## src/rtl/lru_age_unit.sv

```systemverilog
module lru_age_unit #(
  parameter int WAYS = 4,
  parameter int SETS = 64
) (
  input  logic                     clk,
  input  logic                     rst_n,
  input  logic                     rand_mode,
  input  logic                     acc_valid,
  input  logic [$clog2(SETS)-1:0]  acc_set,
  input  logic [$clog2(WAYS)-1:0]  acc_way,
  input  logic [$clog2(SETS)-1:0]  vic_set,
  input  logic [WAYS-1:0]          valid_mask,
  output logic [$clog2(WAYS)-1:0]  victim_way
);
  localparam int WAY_W = $clog2(WAYS);
  localparam logic [WAY_W-1:0] OLDEST = {WAY_W{1'b1}};
  localparam logic [15:0] TAPS = 16'hB400;
  localparam logic [15:0] SEED = 16'hACE1;

  logic [SETS-1:0][WAYS-1:0][WAY_W-1:0] age_q;
  logic [WAYS-1:0][WAY_W-1:0] row_cur, row_nxt, row_q;
  logic [WAYS-1:0] lru_hot;
  logic [WAY_W-1:0] lru_way, inv_way;
  logic has_inv;
  logic [15:0] lfsr_q;

  assign row_cur = age_q[acc_set];
  assign row_q   = age_q[vic_set];

  always_comb begin
    for (int w = 0; w < WAYS; w++) begin
      if (WAY_W'(w) == acc_way)
        row_nxt[w] = '0;
      else if (row_cur[w] < row_cur[acc_way])
        row_nxt[w] = row_cur[w] + 1'b1;
      else
        row_nxt[w] = row_cur[w];
    end
  end

  always_ff @(posedge clk or negedge rst_n) begin
    if (!rst_n) begin
      for (int s = 0; s < SETS; s++)
        for (int w = 0; w < WAYS; w++)
          age_q[s][w] <= WAY_W'(w);
    end else if (acc_valid) begin
      age_q[acc_set] <= row_nxt;
    end
  end

  always_ff @(posedge clk or negedge rst_n) begin
    if (!rst_n) lfsr_q <= SEED;
    else        lfsr_q <= {1'b0, lfsr_q[15:1]} ^ (lfsr_q[0] ? TAPS : 16'h0000);
  end

  always_comb begin
    lru_way = '0;
    for (int w = 0; w < WAYS; w++) begin
      lru_hot[w] = (row_q[w] == OLDEST);
      if (lru_hot[w]) lru_way = WAY_W'(w);
    end
  end

  always_comb begin
    has_inv = 1'b0;
    inv_way = '0;
    for (int w = WAYS - 1; w >= 0; w--) begin
      if (!valid_mask[w]) begin
        has_inv = 1'b1;
        inv_way = WAY_W'(w);
      end
    end
  end

  assign victim_way = has_inv   ? inv_way :
                      rand_mode ? lfsr_q[WAY_W-1:0] : lru_way;

  p_touch_young_r2: assert property (@(posedge clk) disable iff (!rst_n)
    acc_valid |=> age_q[$past(acc_set)][$past(acc_way)] == '0);

  p_single_oldest_r3: assert property (@(posedge clk) disable iff (!rst_n)
    $countones(lru_hot) == 1);

  p_idle_hold_r4: assert property (@(posedge clk) disable iff (!rst_n)
    !acc_valid |=> $stable(age_q));

  p_invalid_first_r5: assert property (@(posedge clk) disable iff (!rst_n)
    !(&valid_mask) |-> !valid_mask[victim_way]);

  p_lfsr_live_r6: assert property (@(posedge clk) disable iff (!rst_n)
    lfsr_q != 16'h0000);
endmodule

```

## config.mk

```make
export PLATFORM = sky130hd
export DESIGN_NAME = lru_age_unit
export DESIGN_NICKNAME = d
export VERILOG_FILES = /design/src/rtl/lru_age_unit.sv
export SDC_FILE = /design/constraint.sdc
export NUM_CORES = 1
export LEC_CHECK = 0
export ABC_AREA = 1
export BUFFER_PORTS_ARGS = -buffer_cell sky130_fd_sc_hd__buf_4
export CORE_UTILIZATION = 55
export CTS_BUF_LIST = sky130_fd_sc_hd__clkbuf_8
export DETAILED_ROUTE_END_ITERATION = 16
export PLACE_DENSITY = 0.84
export REMOVE_ABC_BUFFERS = 1
export SLEW_MARGIN = 10
export SYNTH_ARGS = -nofsm -noshare
export SYNTH_HDL_FRONTEND = slang
export SYNTH_SLANG_ARGS = --single-unit
```

## constraint.sdc

```tcl
create_clock -name clk -period 2.3 [get_ports clk]
set_input_delay 0.345 -clock clk [delete_from_list [all_inputs] [get_ports clk]]
set_output_delay 0.345 -clock clk [all_outputs]
set_load 0.005 [all_outputs]
```

==> metrics, run 1 <==
Compound-Gate Fraction of Synth Area=0.0862; Synth cell types=45; DP Worst Slack=-1.48 ns; Root Buffer=clkbuf_8; share of the synthesized area in the top cell type=0.239; sequential area share after synthesis=0.466; Rows=83; GPL Wtd Cong=1.12; Post-Syn Instances=3990; Cell Area, Synth=29100 um2; IO Port Bufs=23; leading area contributor after synthesis=dfstp_2; H-tree levels=3; largest family of logic cells by synthesized area=simple AND/OR/NAND/NOR gates; maximum clock insertion buffer count=3; error msg=[ERROR GRT-0232] Routing congestion too high. Check the congestion heatmap in the GUI.; multiplexer area fraction after synthesis=0; placed wire-length estimate=82800 um; status=did not finish; CTS Buf Count=92; FF+latch count, synth=528; largest net degree at the start of global routing=80; simple-gate share of the synthesized area=0.354; Syn. warnings=0; Die Ht=232 um; post-synthesis xor/xnor area fraction=0.000904; Overflow after GRT=304; post-synthesis adder-cell area fraction=0.00172; Avg Synthesized Cell Area=7.29 um2; I/O pins=24; Failed at=global routing; Starting Density=0.562; Overall Global Routing Usage=0.798; CTS sink count=528; die width=232 um; Synth area leaders=dfstp_2, dfrtp_1, nand2_1
## routing by layer
| layer | global-route usage | overflow |
|---|---|---|
| met5 | 0.526 | 4 |
| met4 | 0.760 | 101 |
| met3 | 0.732 | 31 |
| met2 | 0.884 | 147 |
| met1 | 0.806 | 21 |
## timing repair
item	CTS
setup buffers	71
endpoints found under the hold margin	92
pin swaps	209
setup endpoints to repair	514
resized for setup	382
hold buffers	1
cloned	78
## synth_stat cells (all sizes together)
cell type	instances
nor2	138
o2111ai	11
a22oi	16
and2	1
ha	4
xor2	3
o211ai	27
dfstp	264
o311ai	8
o21ai	226
inv	370
or2	22
o22ai	39
a21oi	91
a31oi	1
nand2	1482
and3	2
a221oi	4
o31ai	8
a32o	1
o221ai	3
a22o	1
o2bb2ai	3
clkinv	57
clkbuf	58
nor3	34
buf	155
a211oi	2
nand3b	6
dfrtp	264
nand4	205
nand3	484
## stage by stage
step	std cells	util	area, um2
floorplan	3777	-	28000
global placement	5134	0.676	35000
detailed placement	5134	0.676	35000
CTS	5453	0.799	41300
## logic make-up after synthesis
family	count (synthesis)
adder cells (fa/ha/maj)	4
AO/OA/AOI/OAI	441
buffers and inverters	640
flip-flops	528
AND/OR/NAND/NOR	2374
XOR/XNOR	3
==> inputs of run 2 (changes only) <==
--- a/config.mk
+++ b/config.mk
@@ -7,10 +7,9 @@
 export LEC_CHECK = 0
 export ABC_AREA = 1
 export BUFFER_PORTS_ARGS = -buffer_cell sky130_fd_sc_hd__buf_4
-export CORE_UTILIZATION = 55
-export CTS_BUF_LIST = sky130_fd_sc_hd__clkbuf_8
+export CORE_UTILIZATION = 40
 export DETAILED_ROUTE_END_ITERATION = 16
-export PLACE_DENSITY = 0.84
+export PLACE_DENSITY_LB_ADDON = 0.15
 export REMOVE_ABC_BUFFERS = 1
 export SLEW_MARGIN = 10
 export SYNTH_ARGS = -nofsm -noshare
==> constraint.sdc (replaced) <==
create_clock -name clk -period 3 [get_ports clk]
set_input_delay 0.45 -clock clk [delete_from_list [all_inputs] [get_ports clk]]
set_output_delay 0.45 -clock clk [all_outputs]
set_load 0.005 [all_outputs]
==> run 2 against run 1 <==
  * The flow now finishes, with violations (negative setup slack)
  * Synthesized cell count unchanged
  * Synthesized area unchanged
==> metrics, run 2 <==
H-tree levels=2 (was 3); Post-Syn Instances=3990 (unchanged); Rows=98 (was 83); Root Buffer=clkbuf_16 (was clkbuf_8); status=complete, but fails checks (was did not finish); Psw=0.00554 W; leading area contributor after synthesis=dfstp_2 (unchanged); Hold Crit Class=input pin to asynchronous set/reset pin; # Max-Cap Violations=0; post-synthesis adder-cell area fraction=0.00172 (unchanged); IO Port Bufs=23 (unchanged); clk_skew=0.0171 ns; initial antenna violation count=3; post-synthesis xor/xnor area fraction=0.000904 (unchanged); Max VDD drop=0.491 mV; biggest regs=age_q (512), lfsr_q (16); drt wl/cell=26.8 um; fill count=7077; Fin. Hold Viols=0; Clk network pwr share=0.406; FF+latch count, synth=528 (unchanged); Pwr Total=0.0186 W; simple-gate share of the synthesized area=0.354 (unchanged); CP arrival=2.71 ns; most frequent cells after synthesis=nand2_1, nand3_1, inv_1, dfrtp_1, dfstp_2 (unchanged); Least-Margin Pin Slew=1.18 ns; number of routed nets with antenna violations=0; max-slew violations=0; Std-Cell Core Area=71700 um2; Main synth FF type=dfstp_2 (unchanged); first-pass GRT wire length=195000 um; Overall Global Routing Usage=0.354; Synth area leaders=dfstp_2, dfrtp_1, nand2_1 (unchanged); Starting Density=0.405 (was 0.562); most frequent cells in the layout=nand2_1, nand3_1, inv_1; Synth cell types=45 (unchanged); top-count cell post-synth=nand2_1 (unchanged); Overflow after GRT=0; Tmin final=3.16 ns; GPL Wtd Cong=0.996 (was 1.12); Critical Path RT=2.55 ns; post-route clock period utilization=1.05; net switching fraction of the power=0.298; critical path launch point type=flop; Pwr Density=514 nW/um2; crit path from=age_q[482]; failing checks=negative setup slack; Sequential Power Share=0.432; Area after DPL=32900 um2 (was 35000 um2); die width=272 um (was 232 um); Die Ht=272 um (was 232 um); unrepaired setup endpoints after global routing=yes; Via density=5.86; commonest non-fill, non-tap cell in the layout=nand2_1; share of the synthesized area in the top cell type=0.239 (unchanged); largest family of logic cells by synthesized area=simple AND/OR/NAND/NOR gates (unchanged); clk slew on worst S/H paths=0.06 ns; post-layout net count=4263; Compound-Gate Fraction of Synth Area=0.0862 (unchanged); layout cells sized above 1=0.215; Comb pwr share=0.162; maximum clock insertion buffer count=3 (unchanged); Cell Area, Synth=29100 um2 (unchanged); Leakage=17.1 nW; Crit. End Element=output pin; max reg flops=512; Slew HR=0.214; final wirelength=140000 um; I/O pins=24 (unchanged); Worst R2R Start=age_q[509]; EDFF count, synth=0 (unchanged); placed wire-length estimate=88600 um (was 82800 um); internal power=0.0130 W; final setup vio count=309; fin area=36200 um2; Syn. warnings=0 (unchanged); Iter 0 DRT Violations=4209; TritonRoute pass-1 iters=6; Clock Latency Late Sink=0.64 ns; CTS Buf Count=60 (was 92); Reg with most FFs=age_q; multiplexer area fraction after synthesis=0 (unchanged); Setup WS post-layout=-0.156 ns; ys async rst share=1.00 (unchanged); fmax=317 MHz; crit path max fanout=2; r2r setup slk=-0.11 ns; Die Footprint=73800 um2; CTS sink count=528 (unchanged); Avg Synthesized Cell Area=7.29 um2 (unchanged); Area Overhead vs Synth=24.4%; CTS tree=yes; routed via count=30700; crit path kind=flop to output pin; largest net degree at the start of global routing=100; sequential area share after synthesis=0.466 (unchanged); vias in the first global route=28800; Post-route DRC=0
[run 2: path summary, 6_finish.rpt]
check	end	cells after the start
max	victim_way[0]	11
min	lfsr_q[4]	2
max reg2reg	age_q[450]	21
min reg2reg	lfsr_q[1]	0
max in group asynchronous	age_q[83]	3
min in group clk	lfsr_q[1]	0
[run 2: stage by stage]
stage	utilization	instances	setup slack [ns]	hold WS, ns	TNS, ns
2_1_floorplan	-	3777	-1.49	0.154	-604.03
3_3_place_gp	0.458	5090	-0.748	0.334	-347.40
3_5_place_dp	0.458	5090	-0.839	0.338	-380.84
4_1_cts	0.489	5204	-0.133	0.313	-8.83
5_1_grt	0.504	5238	-0.223	0.350	-56.00
6_report	0.504	5238	-0.156	0.318	-11.66
[run 2: critical path, stage by stage, from the launching register on]
cell and delay [ns]:
dfstp_2 0.53, inv_1 0.07, o21ai_0 0.16, a21oi_1 0.09, o211ai_1 0.46, nand3_1 0.18, a21oi_2 0.17, o21ai_2 0.12
nand3_1 0.11, nand2_1 0.05, nand2_1 0.05, buf_4 0.10
[run 2: kinds of logic (layout without fill, tap and decap cells)]
family / count (synthesis) / after routing
compound gates: 441 / 441
other cells: 0 / 2
buf+inv: 640 / 935
simple gates: 2374 / 2375
flops: 528 / 528
fa+ha+maj: 4 / 4
xor+xnor: 3 / 3
[run 2: power by group through the flow]
stage	registers, W	logic, W	clock network (W)
3_3_place_gp	0.00811	0.00268	0
5_1_grt	0.00807	0.00320	0.00783
3_5_place_dp	0.00811	0.00271	0
2_1_floorplan	0.00802	0.00121	0
6_report	0.00802	0.00302	0.00754
4_1_cts	0.00801	0.00274	0.00758
[run 2: timing repair]
item | CTS | global route
setup buffers | 2 | 4
cloned | 1 | 29
hold buffers | 1 | 0
pin swaps | 24 | 43
setup endpoints to repair | 502 | 514
resized for setup | 77 | 114
endpoints found under the hold margin | 15 | 0
[run 2: final cells by class]
cell class,count,area (um2),share of cell area
Sequential cell,528,13500,0.375
Multi-Input combinational cell,2823,13400,0.371
Antenna cell,2,5.00,0.000138
Inverter,427,1640,0.0454
Clock buffer,96,1780,0.0492
Timing Repair inverter,1,8.76,0.000242
Tap cell,950,1190,0.0329
Timing Repair Buffer,396,4390,0.122
Clock inverter,15,175,0.00484
[run 2: per-layer routing]
layer | wire (um) | up-vias | GRT usage
met1 | 56800 | 14700 | 0.495
li1 | - | 13500 | -
met3 | 15500 | 459 | 0.0642
met2 | 59500 | 2010 | 0.530
met5 | 32 | - | 0
met4 | 8330 | 4 | 0.168
Power figures use the tool's default switching activity.
